$ cat src/rtl/ltimer_pkg.sv
package ltimer_pkg;

  localparam int VEC_W   = 8;
  localparam int SHIFT_W = 3;
  localparam int DIV_W   = 4;

  typedef enum logic [1:0] {
    SEL_START = 2'd0,
    SEL_DIV   = 2'd1,
    SEL_ENTRY = 2'd2,
    SEL_LIVE  = 2'd3
  } reg_sel_e;

  typedef struct packed {
    logic             periodic;
    logic             masked;
    logic [VEC_W-1:0] vec;
  } entry_t;

  // keep divider bits 0,1,3 only
  function automatic logic [DIV_W-1:0] div_keep(input logic [DIV_W-1:0] w);
    return w & 4'hB;
  endfunction

  // code = {d3,d1,d0}; shift = code + 1 wrapping in 3 bits
  function automatic logic [SHIFT_W-1:0] div_to_shift(input logic [DIV_W-1:0] d);
    logic [SHIFT_W-1:0] code;
    code = {d[3], d[1:0]};
    return code + 3'd1;
  endfunction

  function automatic logic expiry_allowed(input logic periodic, input logic armed,
                                          input logic start_nz, input logic masked);
    return start_nz && !masked && (periodic || armed);
  endfunction

endpackage

$ cat src/rtl/ltimer_prescale.sv
module ltimer_prescale
  import ltimer_pkg::*;
#(
  parameter int SHIFT_BITS = SHIFT_W
) (
  input  logic                  clk,
  input  logic                  rst_n,
  input  logic                  clr,
  input  logic [SHIFT_BITS-1:0] shift,
  output logic                  tick
);

  localparam int PRE_W = (1 << SHIFT_BITS) - 1;

  logic [PRE_W-1:0] pre_q;
  logic [PRE_W-1:0] low_mask;

  function automatic logic [PRE_W-1:0] mask_of(input logic [SHIFT_BITS-1:0] s);
    logic [PRE_W-1:0] m;
    for (int i = 0; i < PRE_W; i++) m[i] = (i < int'(s));
    return m;
  endfunction

  assign low_mask = mask_of(shift);
  assign tick     = (pre_q & low_mask) == low_mask;

  always_ff @(posedge clk or negedge rst_n) begin
    if (!rst_n)   pre_q <= '0;
    else if (clr) pre_q <= '0;
    else          pre_q <= pre_q + 1'b1;
  end

  AST_TICK_GAP: assert property (@(posedge clk) disable iff (!rst_n)
    (tick && shift != '0 && $past(shift) == shift) |-> !$past(tick));

endmodule

$ cat src/rtl/ltimer_count.sv
module ltimer_count
  import ltimer_pkg::*;
#(
  parameter int CNT_W = 32
) (
  input  logic             clk,
  input  logic             rst_n,
  input  logic             load,
  input  logic [CNT_W-1:0] start_val,
  input  logic             tick,
  input  entry_t           entry,
  output logic [CNT_W-1:0] live,
  output logic             expire,
  output logic [VEC_W-1:0] expire_vec
);

  logic armed_q;
  logic at_zero;
  logic start_nz;
  logic fire_now;

  assign at_zero  = (live == '0);
  assign start_nz = (start_val != '0);
  assign fire_now = tick && at_zero &&
                    expiry_allowed(entry.periodic, armed_q, start_nz, entry.masked);

  always_ff @(posedge clk or negedge rst_n) begin
    if (!rst_n) begin
      live       <= '0;
      armed_q    <= 1'b0;
      expire     <= 1'b0;
      expire_vec <= '0;
    end else begin
      expire <= 1'b0;
      if (load) begin
        live    <= start_val;
        armed_q <= 1'b1;
      end else if (tick) begin
        if (!at_zero) begin
          live <= live - 1'b1;
        end else begin
          if (entry.periodic) live <= start_val;
          else                armed_q <= 1'b0;
          expire     <= fire_now;
          expire_vec <= entry.vec;
        end
      end
    end
  end

  AST_PULSE_ONE: assert property (@(posedge clk) disable iff (!rst_n)
    expire |=> !expire);
  AST_MASK_QUIET: assert property (@(posedge clk) disable iff (!rst_n)
    expire |-> !$past(entry.masked));
  AST_ZERO_QUIET: assert property (@(posedge clk) disable iff (!rst_n)
    expire |-> $past(start_val) != '0);
  AST_RELOAD: assert property (@(posedge clk) disable iff (!rst_n)
    (entry.periodic && tick && at_zero && !load) |=> live == $past(start_val));
  AST_SATURATE: assert property (@(posedge clk) disable iff (!rst_n)
    (!entry.periodic && at_zero && !load) |=> live == '0);

endmodule

$ cat src/rtl/ltimer.sv
module ltimer
  import ltimer_pkg::*;
#(
  parameter int CNT_W = 32
) (
  input  logic             clk,
  input  logic             rst_n,
  input  logic             wr_en,
  input  logic [1:0]       wr_sel,
  input  logic [CNT_W-1:0] wr_data,
  input  logic [1:0]       rd_sel,
  output logic [CNT_W-1:0] rd_data,
  output logic             expire,
  output logic [VEC_W-1:0] expire_vec
);

  localparam int ENTRY_PAD = CNT_W - 18;
  localparam int DIV_PAD   = CNT_W - DIV_W;

  reg_sel_e         wsel;
  reg_sel_e         rsel;
  logic [CNT_W-1:0] start_q;
  logic [DIV_W-1:0] div_q;
  entry_t           entry_q;
  logic             load_start;
  logic [SHIFT_W-1:0] shift;
  logic             tick;
  logic [CNT_W-1:0] live;

  assign wsel       = reg_sel_e'(wr_sel);
  assign rsel       = reg_sel_e'(rd_sel);
  assign load_start = wr_en && (wsel == SEL_START);
  assign shift      = div_to_shift(div_q);

  always_ff @(posedge clk or negedge rst_n) begin
    if (!rst_n) begin
      start_q <= '0;
      div_q   <= '0;
      entry_q <= '{periodic: 1'b0, masked: 1'b1, vec: '0};
    end else if (wr_en) begin
      case (wsel)
        SEL_START: start_q <= wr_data;
        SEL_DIV:   div_q   <= div_keep(wr_data[DIV_W-1:0]);
        SEL_ENTRY: entry_q <= '{periodic: wr_data[17], masked: wr_data[16],
                                vec: wr_data[VEC_W-1:0]};
        default:   ;
      endcase
    end
  end

  ltimer_prescale #(.SHIFT_BITS(SHIFT_W)) u_pre (
    .clk   (clk),
    .rst_n (rst_n),
    .clr   (load_start),
    .shift (shift),
    .tick  (tick)
  );

  ltimer_count #(.CNT_W(CNT_W)) u_cnt (
    .clk        (clk),
    .rst_n      (rst_n),
    .load       (load_start),
    .start_val  (wr_en && wsel == SEL_START ? wr_data : start_q),
    .tick       (tick),
    .entry      (entry_q),
    .live       (live),
    .expire     (expire),
    .expire_vec (expire_vec)
  );

  always_comb begin
    case (rsel)
      SEL_START: rd_data = start_q;
      SEL_DIV:   rd_data = {{DIV_PAD{1'b0}}, div_q};
      SEL_ENTRY: rd_data = {{ENTRY_PAD{1'b0}}, entry_q.periodic, entry_q.masked,
                            8'h00, entry_q.vec};
      default:   rd_data = live;
    endcase
  end

  AST_LOAD_TAKES: assert property (@(posedge clk) disable iff (!rst_n)
    load_start |=> live == $past(wr_data));
  AST_DIV_BITS: assert property (@(posedge clk) disable iff (!rst_n)
    (wr_en && wsel == SEL_DIV) |=> (div_q & 4'h4) == 4'h0);

endmodule

$ cat config.mk
export PLATFORM = sky130hd
export DESIGN_NAME = ltimer
export DESIGN_NICKNAME = d
export VERILOG_FILES = /design/src/rtl/ltimer_pkg.sv /design/src/rtl/ltimer_prescale.sv /design/src/rtl/ltimer_count.sv /design/src/rtl/ltimer.sv
export SDC_FILE = /design/constraint.sdc
export NUM_CORES = 1
export LEC_CHECK = 0
export BUFFER_PORTS_ARGS = -buffer_cell sky130_fd_sc_hd__buf_2
export CORE_UTILIZATION = 50
export CTS_CLUSTER_SIZE = 25
export DETAILED_ROUTE_END_ITERATION = 8
export GPL_TIMING_DRIVEN = 1
export PLACE_DENSITY = 0.71
export SLEW_MARGIN = 10
export SYNTH_ARGS = -nofsm -noshare
export SYNTH_HDL_FRONTEND = slang
export SYNTH_SLANG_ARGS = --single-unit
$ cat constraint.sdc
create_clock -name clk -period 6 [get_ports clk]
set_input_delay 1.2 -clock clk [delete_from_list [all_inputs] [get_ports clk]]
set_output_delay 1.2 -clock clk [all_outputs]
set_load 0.005 [all_outputs]
# --- Yosys cells after proc, flatten, opt, wreduce, memory -nomap -nowiden ---
# Index checks and enable logic that the tools add are counted.
op_classes:
  div_mod_pow: 0
  shift: 0
  magnitude_cmp: 7
  reduce_logical: 19
  eq_ne: 7
  bitwise_logic: 2
  mul: 0
  add_sub_neg: 3
  muxes: 14
ops:
  columns: ["op", "n"]
  rows:
  - ["32-bit 2-to-1 mux", 5]
  - ["32-bit case mux with 3 select lines", 1]
  - ["32-bit logical NOT", 1]
  - ["32-bit nonzero test", 1]
  - ["32-bit by 1-bit subtractor with 32-bit output (second input constant)", 1]
  - ["3-bit < comparator (first input constant)", 3]
  - ["2-bit AND reduction", 4]
  - ["7-bit by 1-bit adder with 7-bit output (second input constant)", 1]
  - ["7-bit AND", 1]
  - ["7-bit == test", 1]
  - ["1-bit 2-to-1 mux", 7]
  - ["7-bit 2-to-1 mux", 1]
  - ["1-bit by 3-bit < comparator with 1-bit output (first input constant)", 2]
  - ["2-bit by 3-bit < comparator with 1-bit output (first input constant)", 2]
  - ["3-bit AND reduction", 2]
  - ["1-bit logical AND", 5]
  - ["2-bit by 1-bit == test with 1-bit output (second input constant)", 2]
  - ["2-bit == test (second input constant)", 2]
  - ["2-bit logical NOT", 2]
  - ["2-bit nonzero test", 2]
  - ["3-bit by 1-bit adder with 3-bit output (second input constant)", 1]
  - ["3-bit inequality test (second input constant)", 1]
  - ["2-bit by 1-bit inequality test with 1-bit output (second input constant)", 1]
  - ["1-bit logical NOT", 1]
  - ["other kinds (2)", 2]
totals:
  ram_bits: 0
  mem_bits_ro: 0
  reg_bits: 94
  mem_count: 0
  latchBits: 0

# --- Depth between registers and ports, before layout ---
depth:
  depth_word: 10
  ltp_mapped: 10

# --- Modules after synthesis ---
# From an unflattened synthesis, not the netlist that was laid out.
unflattened:
  hier_cells: 457
  area_unflattened_um2: 5061.1
modules_own_cells:
  columns: ["mod", "cells_per_inst", "instances", "seq_area_each_um2", "area_each_um2"]
  rows:
  - ["ltimer_count", 271, 1, 1051.0, 2533.7]
  - ["ltimer", 148, 1, 1127.3, 2174.6]
  - ["ltimer_prescale", 38, 1, 175.2, 352.8]

# --- Least setup slack after synthesis ---
# Ideal clock, no wire load.
synth_timing:
  path_type: "input to output"
  start: "input port rd_sel[1]"
  end: "output port rd_data[0]"
  t_required_ns: 4.800
  t_arrival_ns: 2.082
  setup_slack_ns: 2.718
  cell_stages: 2
  n_path_buf: 1
  cell_sequence: "clkbuf_1 > mux4_2"
synth_between:
  elab_chain_len: 2
  elab_cells_between_ends: 4
synth_rtl:
  columns: ["element", "line_no", "source"]
  rows:
  - ["start, declared", "ltimer.sv:11", "input logic [1:0] rd_sel,"]
  - ["2-bit == test, or another cell as far along", "ltimer.sv:72", "case (rsel)"]
  - ["32-bit case mux with 3 select lines *", "ltimer.sv:72", null]
  - ["end, declared", "ltimer.sv:12", "output logic [CNT_W-1:0] rd_data,"]
# Mark *: on every way between the ends. The rest lies on a longest branch, timed or not.

# --- Worst setup path in the final report ---
layout_timing:
  start: "input port rd_sel[0]"
  end: "output port rd_data[12]"
# Same word-level chain as after synthesis.

==> metrics.md <==
| Metric | Value |
|---|---|
| Syn_nets | 660 |
| Internal power | 1.34 mW |
| Iter 0 DRT Violations | 452 |
| Initial antenna violation count | 0 |
| Largest net degree at the start of global routing | 59 |
| Met2 GRT Util | 44.4% |
| Routed WL per cell | 20.3 µm |
| Clk root buf | clkbuf_8 |
| Slew HR | 23.9% |
| Layout Nets | ~720 |
| I/O pins | 80 |
| Crit path buf inv count | 3 |
| Post-synthesis register bit count | 94 |
| CP dominant cell by count | buf_2 |
| Vias in the first global route | 4886 |
| Syn Inst Count | 617 |
| Core ar. | 10800 µm² |
| Area Overhead vs Synth | 11.6% |
| Multi-input gate area | 3030 µm² |
| Period minus WS final | 3.57 ns |
| CP required | between 4 and 5 ns |
| Logic pwr share | a little under a third |
| Starting density of the core | 51.5% |
| Number of setup violations in the final report | 0 |
| Iteration count of the initial detailed-routing pass | 6 |
| Post_cts resized | 0 |
| Sequential power share | 48.6% |
| Critical path, cell by cell | buf_2, and2_0, buf_4, a22o_1, buf_2 |
| WP data arrival | 2.37 ns |
| Clock Tree Buf Depth | 2 |
| Final Core Density | 57.5% |
| Psw | 0.936 mW |
| Maximum VDD drop | 0.000157 V |
| Post-synth EDFFs | 0 |
| FF+latch area | 2350 µm² |
| DP Cell Count | 801 |
| Clock Latency Late Sink | between 0.3 and 0.4 ns |
| First-pass GRT wire length | 26.4 mm |
| Filler instances | 961 |
| CTS tree | done |
| Sw Share | roughly two fifths |
| Grt ovf | 0 |
| Max Slew Vio Count | 0 |
| Share of layout cells above drive strength 1 | 21.4% |
| Via count | 5249 |
| Die area | 11600 µm² |
| Status | completed |
| Post-DR vias/cell | 6.43 |
| Clk_skew | between 0.009 and 0.01 ns |
| WS Path Type | in -> out |
| Final GP Congestion | 0.984 |
| P_leak | 2.80 nW |
| Synth Flop Type | dfrtp_1 |
| Global Route Usage Sum | 30.1% |
| Residual DRC | 0 |
| Worst Hold Class | reg -> reg |
| P per Cell Area | 364 nW/µm² |
| Met1 Use GR | between 40 and 50% |
| Sequential area share after synthesis | 42.1% |
| CTS Hold Bufs | 0 |
| # diodes | 0 |
| Clock power frac | 19.5% |
| Post-DP HPWL | 11.4 mm |
| Clock transition at path regs | 0.09 ns |
| Total detailed-routing wirelength | 16.5 mm |
| Yosys cell types | 72 |
| Die width | 108 µm |
| Crit start category | input pin |
| Fin. Hold Viols | 0 |
| H-tree depth | 3 |
| Ys async rst share | 100% |
| Fin crit share | 59.5% |
| Setup tns final | 0 ns |
| Synth top cells by count | nand2_1 (120), dfrtp_1 (93), nor2_1 (35) |
| Top-count cell post-synth | nand2_1 |
| Synthesized area per cell | 9.05 µm² |
| Yosys top cell area share | between 40% and 50% |
| Worst-margin pin slew | 1.14 ns |
| Number of clock sinks | 94 |
| I/O Buffers | 79 |
| CP Capture Type | primary output |
| Num rows | 38 |
| Top delay family on crit path | buffers and inverters |
| Post-CTS setup buffer count | 0 |
| Synth area leader | dfrtp_1 |
| RSZ-0062 raised after global routing | no |
| Mapped cell area | approximately 5600 µm² |
| Critical Path Fanout Max | 22 |
| GR met3 Demand/Resource | 5.57% |
| Yosys Warn Count | 0 |
| Number of max-cap violations | 0 |
| Final ANT Viol Nets | 0 |
| Most crowded layer after global routing | met2 |
| Die Height | 108 µm |
| CP max stage delay | about 0.29 ns |
| Fmax | 280 MHz |
| Dominant cells by area after synthesis | dfrtp_1 (42%), nand2_1 (8.1%), a22o_1 (4.9%) |
| Final Non-Filler Cells | 816 |
| CP max stage cell | buf_2 |
| CTS Buf Count | 9 |
-- cells in the final DEF (no fill, tap or decap), drive strengths merged, types with 5 or more instances in the layout --
cell / synthesis / routed
a22o: 31 / 31
nand3: 24 / 24
a31oi: 14 / 14
clkbuf: 22 / 10
o211ai: 12 / 12
a21oi: 21 / 21
nand4: 11 / 11
xor2: 6 / 6
or3: 8 / 8
nor4: 23 / 23
nor2: 37 / 37
nand2: 121 / 121
a211oi: 5 / 5
xnor2: 8 / 8
and2: 5 / 5
mux2: 28 / 28
buf: 19 / 85
nor3: 18 / 18
dfrtp: 93 / 93
o21ai: 35 / 35
inv: 10 / 10
-- state kept, by name, indices dropped and copies added, names as in the netlist --
name / count
u_pre.pre_q: 7
u_cnt.live: 32
entry_q: 10
div_q: 3
u_cnt.expire: 1
u_cnt.armed_q: 1
start_q: 32
u_cnt.expire_vec: 8
-- power by group through the flow --
stage | clock [mW] | combinational (mW) | sequential, mW
after global routing | 0.473 | 0.808 | 1.13
final | 0.443 | 0.725 | 1.10
after floorplan | 0 | 0.596 | 0.972
after global placement | 0 | 0.701 | 1.10
after detailed placement | 0 | 0.716 | 1.11
after CTS | 0.446 | 0.721 | 1.09
-- per-stage QoR --
step / power [mW] / worst slack (ns) / instance area, µm² / hold WS [ns]
after floorplan: 1.57 / 2.72 / 5590 / 0.470
after global placement: 1.80 / 2.48 / 6040 / 0.472
after detailed placement: 1.82 / 2.44 / 6040 / 0.479
after CTS: 2.26 / 2.46 / 6230 / 0.504
after global routing: 2.41 / 2.24 / 6230 / 0.519
final: 2.27 / 2.43 / 6230 / 0.498
-- final cells by class --
| class | instances | share of cell area [%] |
|---|---|---|
| Clock inverter | 5 | 0.963 |
| Clock buffer | 10 | 2.21 |
| Multi-Input combinational cell | 472 | 48.6 |
| Sequential cell | 94 | 37.7 |
| Tap cell | 140 | 2.81 |
| Timing Repair Buffer | 85 | 7.10 |
| Inverter | 10 | 0.602 |
-- worst paths after layout --
kind / startpoint / endpoint / slack (ns) / cells after the start
setup / recovery: rd_sel[0] / rd_data[12] / 2.43 / 5
hold / removal: u_cnt.expire_vec[4]$_DFFE_PN0P_ / u_cnt.expire_vec[4]$_DFFE_PN0P_ / 0.50 / 1
setup reg to reg: u_cnt.live[0]$_DFFE_PN0P_ / u_cnt.live[27]$_DFFE_PN0P_ / 2.47 / 8
hold reg to reg: u_cnt.expire_vec[4]$_DFFE_PN0P_ / u_cnt.expire_vec[4]$_DFFE_PN0P_ / 0.50 / 1
max in group asynchronous: rst_n / entry_q[8]$_DFFE_PN1P_ / 4.10 / 2
min in group asynchronous: rst_n / start_q[27]$_DFFE_PN0N_ / 0.89 / 1
-- per-layer routing --
| layer | routed length [µm] | vias to the layer above |
|---|---|---|
| met2 | 7390 | 284 |
| met3 | 1500 | 34 |
| met1 | 7240 | 2536 |
| met5 | 0 | - |
| met4 | 406 | 0 |
| li1 | - | 2395 |
-- kinds of logic (layout without fill, tap and decap cells) --
family	after synthesis	in the layout	synth area share, %
multiplexers	32	32	7.03
XOR/XNOR	14	14	2.20
flip-flops	94	94	42.1
adder cells (fa/ha/maj)	4	4	0.896
AND/OR/NAND/NOR	269	269	24.9
buffers and inverters	51	110	3.85
AO/OA/AOI/OAI	153	153	19.0
Note: power is estimated with default switching activity, not from simulation.
